$ cat src/rtl/dma_irq_pkg.sv
package dma_irq_pkg;
  localparam int ST_W = 12;
  // status bit positions
  localparam int B_INV      = 0;
  localparam int B_SRC_DONE = 1;
  localparam int B_DST_DONE = 2;
  localparam int B_BYTE_OVF = 3;
  localparam int B_SRC_CERR = 4;
  localparam int B_DST_CERR = 5;
  localparam int B_SRC_DERR = 6;
  localparam int B_DST_DERR = 7;
  localparam int B_RD_ERR   = 8;
  localparam int B_WR_ERR   = 9;
  localparam int B_DONE     = 10;
  localparam int B_PAUSE    = 11;
  // word offsets
  localparam int OFF_STATUS  = 0;
  localparam int OFF_MASK    = 1;
  localparam int OFF_UNMASK  = 2;
  localparam int OFF_MASKSET = 3;
  localparam int OFF_SRC_CNT = 4;
  localparam int OFF_DST_CNT = 5;
  localparam int OFF_LAST    = 5;
  localparam int N_CNT       = 2;
endpackage

$ cat src/rtl/irq_status_reg.sv
module irq_status_reg #(
  parameter int W = 12
) (
  input  logic         clk,
  input  logic         rst,
  input  logic [W-1:0] set_i,
  input  logic [W-1:0] clr_i,
  output logic [W-1:0] q_o
);
  for (genvar b = 0; b < W; b++) begin : g_bit
    always_ff @(posedge clk) begin
      if (rst)           q_o[b] <= 1'b0;
      else if (set_i[b]) q_o[b] <= 1'b1;   // event beats clear
      else if (clr_i[b]) q_o[b] <= 1'b0;
    end
  end
endmodule

$ cat src/rtl/irq_mask_reg.sv
module irq_mask_reg #(
  parameter int W = 12
) (
  input  logic         clk,
  input  logic         rst,
  input  logic [W-1:0] unmask_i,
  input  logic [W-1:0] mask_i,
  output logic [W-1:0] q_o
);
  always_ff @(posedge clk) begin
    if (rst) q_o <= '1;
    else     q_o <= (q_o & ~unmask_i) | mask_i;
  end
endmodule

$ cat src/rtl/irq_acct_cnt.sv
module irq_acct_cnt #(
  parameter int CW = 8
) (
  input  logic          clk,
  input  logic          rst,
  input  logic          inc_i,
  input  logic          rd_i,
  output logic [CW-1:0] q_o,
  output logic          wrap_o
);
  assign wrap_o = inc_i & ~rd_i & (&q_o);

  always_ff @(posedge clk) begin
    if (rst)        q_o <= '0;
    else if (rd_i)  q_o <= {{(CW-1){1'b0}}, inc_i};
    else if (inc_i) q_o <= q_o + 1'b1;
  end
endmodule

$ cat src/rtl/dma_irq_ctrl.sv
module dma_irq_ctrl
  import dma_irq_pkg::*;
#(
  parameter int ADDR_W = 4,
  parameter int DATA_W = 32,
  parameter int CNT_W  = 8
) (
  input  logic              clk,
  input  logic              rst,
  input  logic              reg_wr,
  input  logic              reg_rd,
  input  logic [ADDR_W-1:0] reg_addr,
  input  logic [DATA_W-1:0] reg_wdata,
  output logic [DATA_W-1:0] reg_rdata,
  input  logic              ev_done,
  input  logic              ev_pause,
  input  logic              ev_wr_err,
  input  logic              ev_rd_err,
  input  logic              ev_src_dscr_err,
  input  logic              ev_dst_dscr_err,
  input  logic              ev_byte_ovf,
  input  logic              ev_src_dscr_done,
  input  logic              ev_dst_dscr_done,
  output logic              irq
);
  logic [ST_W-1:0]  status_q, mask_q, st_set, st_clr, mk_clr, mk_set;
  logic [CNT_W-1:0] cnt_q [N_CNT];
  logic [N_CNT-1:0] cnt_inc, cnt_rd, cnt_wrap;
  logic             acc, unmapped;
  logic [DATA_W-1:0] rdata_d;
  logic             unused_wdata_hi;

  assign unused_wdata_hi = ^reg_wdata[DATA_W-1:ST_W];

  // ---------------- decode ----------------
  assign acc      = reg_wr | reg_rd;
  assign unmapped = reg_addr > ADDR_W'(OFF_LAST);

  always_comb begin
    st_clr = (reg_wr && reg_addr == ADDR_W'(OFF_STATUS))  ? reg_wdata[ST_W-1:0] : '0;
    mk_clr = (reg_wr && reg_addr == ADDR_W'(OFF_UNMASK))  ? reg_wdata[ST_W-1:0] : '0;
    mk_set = (reg_wr && reg_addr == ADDR_W'(OFF_MASKSET)) ? reg_wdata[ST_W-1:0] : '0;
    for (int i = 0; i < N_CNT; i++)
      cnt_rd[i] = reg_rd && (reg_addr == ADDR_W'(OFF_SRC_CNT + i));
  end

  assign cnt_inc = {ev_dst_dscr_done, ev_src_dscr_done};

  always_comb begin
    st_set             = '0;
    st_set[B_INV]      = acc & unmapped;
    st_set[B_SRC_DONE] = ev_src_dscr_done;
    st_set[B_DST_DONE] = ev_dst_dscr_done;
    st_set[B_BYTE_OVF] = ev_byte_ovf;
    st_set[B_SRC_CERR] = cnt_wrap[0];
    st_set[B_DST_CERR] = cnt_wrap[1];
    st_set[B_SRC_DERR] = ev_src_dscr_err;
    st_set[B_DST_DERR] = ev_dst_dscr_err;
    st_set[B_RD_ERR]   = ev_rd_err;
    st_set[B_WR_ERR]   = ev_wr_err;
    st_set[B_DONE]     = ev_done;
    st_set[B_PAUSE]    = ev_pause;
  end

  // ---------------- state ----------------
  irq_status_reg #(.W(ST_W)) u_status (
    .clk(clk), .rst(rst), .set_i(st_set), .clr_i(st_clr), .q_o(status_q)
  );

  irq_mask_reg #(.W(ST_W)) u_mask (
    .clk(clk), .rst(rst), .unmask_i(mk_clr), .mask_i(mk_set), .q_o(mask_q)
  );

  for (genvar g = 0; g < N_CNT; g++) begin : g_cnt
    irq_acct_cnt #(.CW(CNT_W)) u_cnt (
      .clk(clk), .rst(rst), .inc_i(cnt_inc[g]), .rd_i(cnt_rd[g]),
      .q_o(cnt_q[g]), .wrap_o(cnt_wrap[g])
    );
  end

  // ---------------- read path ----------------
  always_comb begin
    rdata_d = '0;
    if (reg_rd) begin
      if (reg_addr == ADDR_W'(OFF_STATUS))       rdata_d = DATA_W'(status_q);
      else if (reg_addr == ADDR_W'(OFF_MASK))    rdata_d = DATA_W'(mask_q);
      else if (cnt_rd[0])                        rdata_d = DATA_W'(cnt_q[0]);
      else if (cnt_rd[1])                        rdata_d = DATA_W'(cnt_q[1]);
    end
  end

  always_ff @(posedge clk) begin
    if (rst) begin
      reg_rdata <= '0;
      irq       <= 1'b0;
    end else begin
      reg_rdata <= rdata_d;
      irq       <= |(status_q & ~mask_q);
    end
  end
endmodule

$ cat config.mk
export PLATFORM = sky130hd
export DESIGN_NAME = dma_irq_ctrl
export DESIGN_NICKNAME = d
export VERILOG_FILES = /design/src/rtl/dma_irq_pkg.sv /design/src/rtl/irq_status_reg.sv /design/src/rtl/irq_mask_reg.sv /design/src/rtl/irq_acct_cnt.sv /design/src/rtl/dma_irq_ctrl.sv
export SDC_FILE = /design/constraint.sdc
export NUM_CORES = 1
export LEC_CHECK = 0
export ABC_CLOCK_PERIOD_IN_PS = 1760
export BUFFER_PORTS_ARGS = -buffer_cell sky130_fd_sc_hd__clkbuf_2
export CORE_ASPECT_RATIO = 1.75
export CORE_UTILIZATION = 35
export CTS_CLUSTER_SIZE = 40
export DETAILED_ROUTE_END_ITERATION = 12
export GPL_ROUTABILITY_DRIVEN = 1
export PLACE_DENSITY_LB_ADDON = 0.08
export SETUP_SLACK_MARGIN = 0.5
export SLEW_MARGIN = 25
export SYNTH_ARGS = -nofsm -noshare
export SYNTH_HDL_FRONTEND = slang
export SYNTH_HIERARCHICAL = 1
export SYNTH_SLANG_ARGS = --single-unit
$ cat constraint.sdc
create_clock -name clk -period 1.76 [get_ports clk]
set_input_delay 0.088 -clock clk [delete_from_list [all_inputs] [get_ports clk]]
set_output_delay 0.088 -clock clk [all_outputs]
set_load 0.05 [all_outputs]
==> flow_metrics.tcl <==
set metrics [dict create \
    syn_inst 341 \
    cts_buffers 5 \
    rsz0062_at_grt "true" \
    final_antenna_net_count 0 \
    peakVddDrop_v 0.000356 \
    hold_path_class "in -> reg" \
    synth_flop_cell "dfxtp_1" \
    core_area_um2 7620 \
    synthToLayoutAreaGrowth_pct 17.8 \
    synth_top_family_by_area "simple AND/OR/NAND/NOR gates" \
    num_io_pins 82 \
    critical_path_class "reg -> reg" \
    end_kind "flop" \
    cts_root_buf "clkbuf_16" \
    syn_area_um2 2770 \
    drt_iter0_markers 139 \
    min_path_cells 3 \
    cts_tree "yes" \
    drv_cap 0 \
    utilization_pct 42.9 \
    synth_commonest_cells "53 x dfxtp_1, 40 x and2_1, 29 x nor2_1" \
    synthMuxAreaShare_pct 2.17 \
    overflow 0 \
    synth_seq_cells 53 \
    diodes 0 \
    synth_top_cell_by_area "dfxtp_1" \
    place_congestion 0.744 \
    vias_per_cell 4.77 \
    synth.distinct_cells 34 \
    max_clock_freq_mhz 792 \
    synth_compound_area_share_pct 13.9 \
    setup_viol_count_final 0 \
    worstPathRequired_ps 1980 \
    synthAdderAreaFrac_pct 0.903 \
    switching_share_pct 25.3 \
    h-tree-depth 2 \
    syn_area_per_cell_um2 8.13 \
    cts_buffer_depth 2 \
    drive_gt1_share_pct 22.8 \
    hold_viol_final 0 \
    finalCritPeriodShare_pct 71.7 \
    whs_endpoint "u_status/q_o[7]" \
    synth-edff-count 0 \
    grt_pass1_wl_um 10700 \
    cp_data_arrival_time_ps 1490 \
    synth_xor_area_share_pct 2.53 \
    min_period_ps 1260 \
    clkTransAtPathRegs_ps 70 \
    start_util_pct 36.4 \
    power.density_nw_per_um2 842 \
    slew_headroom_pct 62.6 \
    reg2reg_from "g_cnt[0].u_cnt/q_o[1]" \
    clk_latency_ps 290 \
    outcome "finished, final reports clean" \
    async_flop_share_pct 0 \
    p_clk_share_pct 41.2 \
    hold_start "ev_dst_dscr_err" \
    slew_viol_final 0 \
    wl_um 6610 \
    nets 436 \
    yosysMostFrequentCell "dfxtp_1" \
    rr_worst_depth 6 \
    antenna_found_initial 0 \
    seq_power_share_pct 46.0 \
    fillCellCount 767 \
    rows 42 \
    portBuffers 41 \
    wl_per_cell_um 13.9 \
    synth-simple-area-share_pct 29.8 \
    finalSetupTns_ps 0 \
    p_leak_uw 0.00145 \
    vias 2259 \
    dp_hpwl_um 4930 \
    grt_max_degree 20 \
    synth_top_area_share_pct 38.3 \
    ff2ff_setup_slack_ps 500 \
    worst_slew_pin_slew_ps 560 \
    finalClockSkew_ps 7.22 \
    pwr-share-comb_pct 12.8 \
    p_sw_uw 697 \
    synth.area.top_cells "dfxtp_1 38%, and2_1 9.0%, buf_4 6.0%" \
    yosysWarnings 6 \
    drc 0 \
    drtPass1Iterations 5 \
    grt_pass1_vias 2218 \
    ys_seq_area_share_pct 38.3 \
    p_int_uw 2050 \
    die_h_um 120 \
    r2r_end "u_status/q_o[4]" \
    die_w_um 69.3 \
    path_max_fanout 4 \
    clock-sinks 53 \
    die_area_um2 8300 \
    cp-start-kind "flop" \
    grt_usage_pct 16.5 \
]
power by group through the flow:
| stage | clock network [µW] | logic, µW | registers, µW |
|---|---|---|---|
| 3_5_place_dp | 0 | 325 | 1300 |
| 2_1_floorplan | 0 | 275 | 1300 |
| 6_report | 1130 | 353 | 1260 |
| 4_1_cts | 1160 | 349 | 1270 |
| 5_1_grt | 1210 | 387 | 1270 |
| 3_3_place_gp | 0 | 322 | 1300 |
timing repair:
action	CTS	global route
buffers inserted	3	3
setup endpoints to repair	5	6
hold buffers	0	0
gates resized for setup	13	5
pin swaps	1	4
area by class of cell:
type	instances	area, µm²	share of cell area, %
clock buffer	7	143	4.37
clock inverter	1	30.0	0.920
inverter	28	105	3.22
multi-input combinational	245	1510	46.2
sequential	53	1080	33.1
tap	88	110	3.37
timing repair buffer	52	288	8.81
registers in the layout, summed over array words and instances (netlist names):
| signal | cells |
|---|---|
| irq | 1 |
| u_mask/q_o | 12 |
| g_cnt.u_cnt/q_o | 16 |
| u_status/q_o | 12 |
| reg_rdata | 12 |
logic make-up (layout without fill, tap and decap cells):
family | after synthesis | in the layout
AND/OR/NAND/NOR | 144 | 144
AO/OA/AOI/OAI | 65 | 65
buffers and inverters | 62 | 88
flip-flops | 53 | 53
XOR/XNOR | 8 | 8
multiplexers | 6 | 6
adder cells (fa/ha/maj) | 2 | 2
other | 1 | 20
cells in the final DEF (no fill, tap or decap), types with 4 or more instances in the layout:
master / instances
dfxtp_1: 45
dfxtp_2: 4
nand2b_1: 12
and2_1: 40
nand3_1: 16
mux2i_1: 6
nor2_1: 29
inv_1: 28
a21oi_2: 10
buf_4: 11
nand4_1: 8
or3_1: 6
dfxtp_4: 4
xor2_1: 6
a21oi_1: 9
clkbuf_2: 41
nand2_1: 7
o21ai_0: 16
clkbuf_16: 5
a31oi_1: 9
nor2b_1: 13
o21ai_1: 18
conb_1: 20
metrics by stage:
step                      hold slack (ps)  setup slack [ps]  std cells  instance area, µm²  power, µW
after floorplan                       153               512        360                2880       1580
after global placement                312               308        460                2970       1620
after detailed placement              317               304        460                2970       1630
after CTS                            7.86               431        471                3230       2780
after global routing                 10.0               452        474                3270       2860
final                                9.58               498        474                3270       2750
how the worst max path moves through the flow:
stage                                  to                   from  depth (start not counted)
final                     u_status/q_o[4]  g_cnt[0].u_cnt/q_o[1]                          6
after global routing      u_status/q_o[4]  g_cnt[0].u_cnt/q_o[1]                          6
after CTS                 u_status/q_o[4]  g_cnt[0].u_cnt/q_o[1]                          6
after detailed placement     reg_rdata[3]            reg_addr[0]                          4
after global placement     u_mask/q_o[10]            reg_addr[0]                          5
after floorplan           u_status/q_o[4]  g_cnt[0].u_cnt/q_o[1]                          6
routing by layer:
| layer | share of wire (%) | routed length (µm) | vias up | global-route usage [%] |
|---|---|---|---|---|
| met2 | 56 | 3670 | 47 | 31.5 |
| met1 | 39 | 2580 | 1026 | 17.1 |
| li1 | - | - | 1175 | - |
| met3 | 3.0 | 198 | 11 | 2.94 |
| met4 | 2.5 | 162 | 0 | 7.53 |
| met5 | 0 | 0 | - | 0 |
critical path, stage by stage, from the launching register on:
cell and delay, ps:
dfxtp_4 370, ha_4 140, nand4_4 120, nor4b_2 210, and2_1 180, inv_1 60
a21oi_2 110
Power figures use the tool's default switching activity.
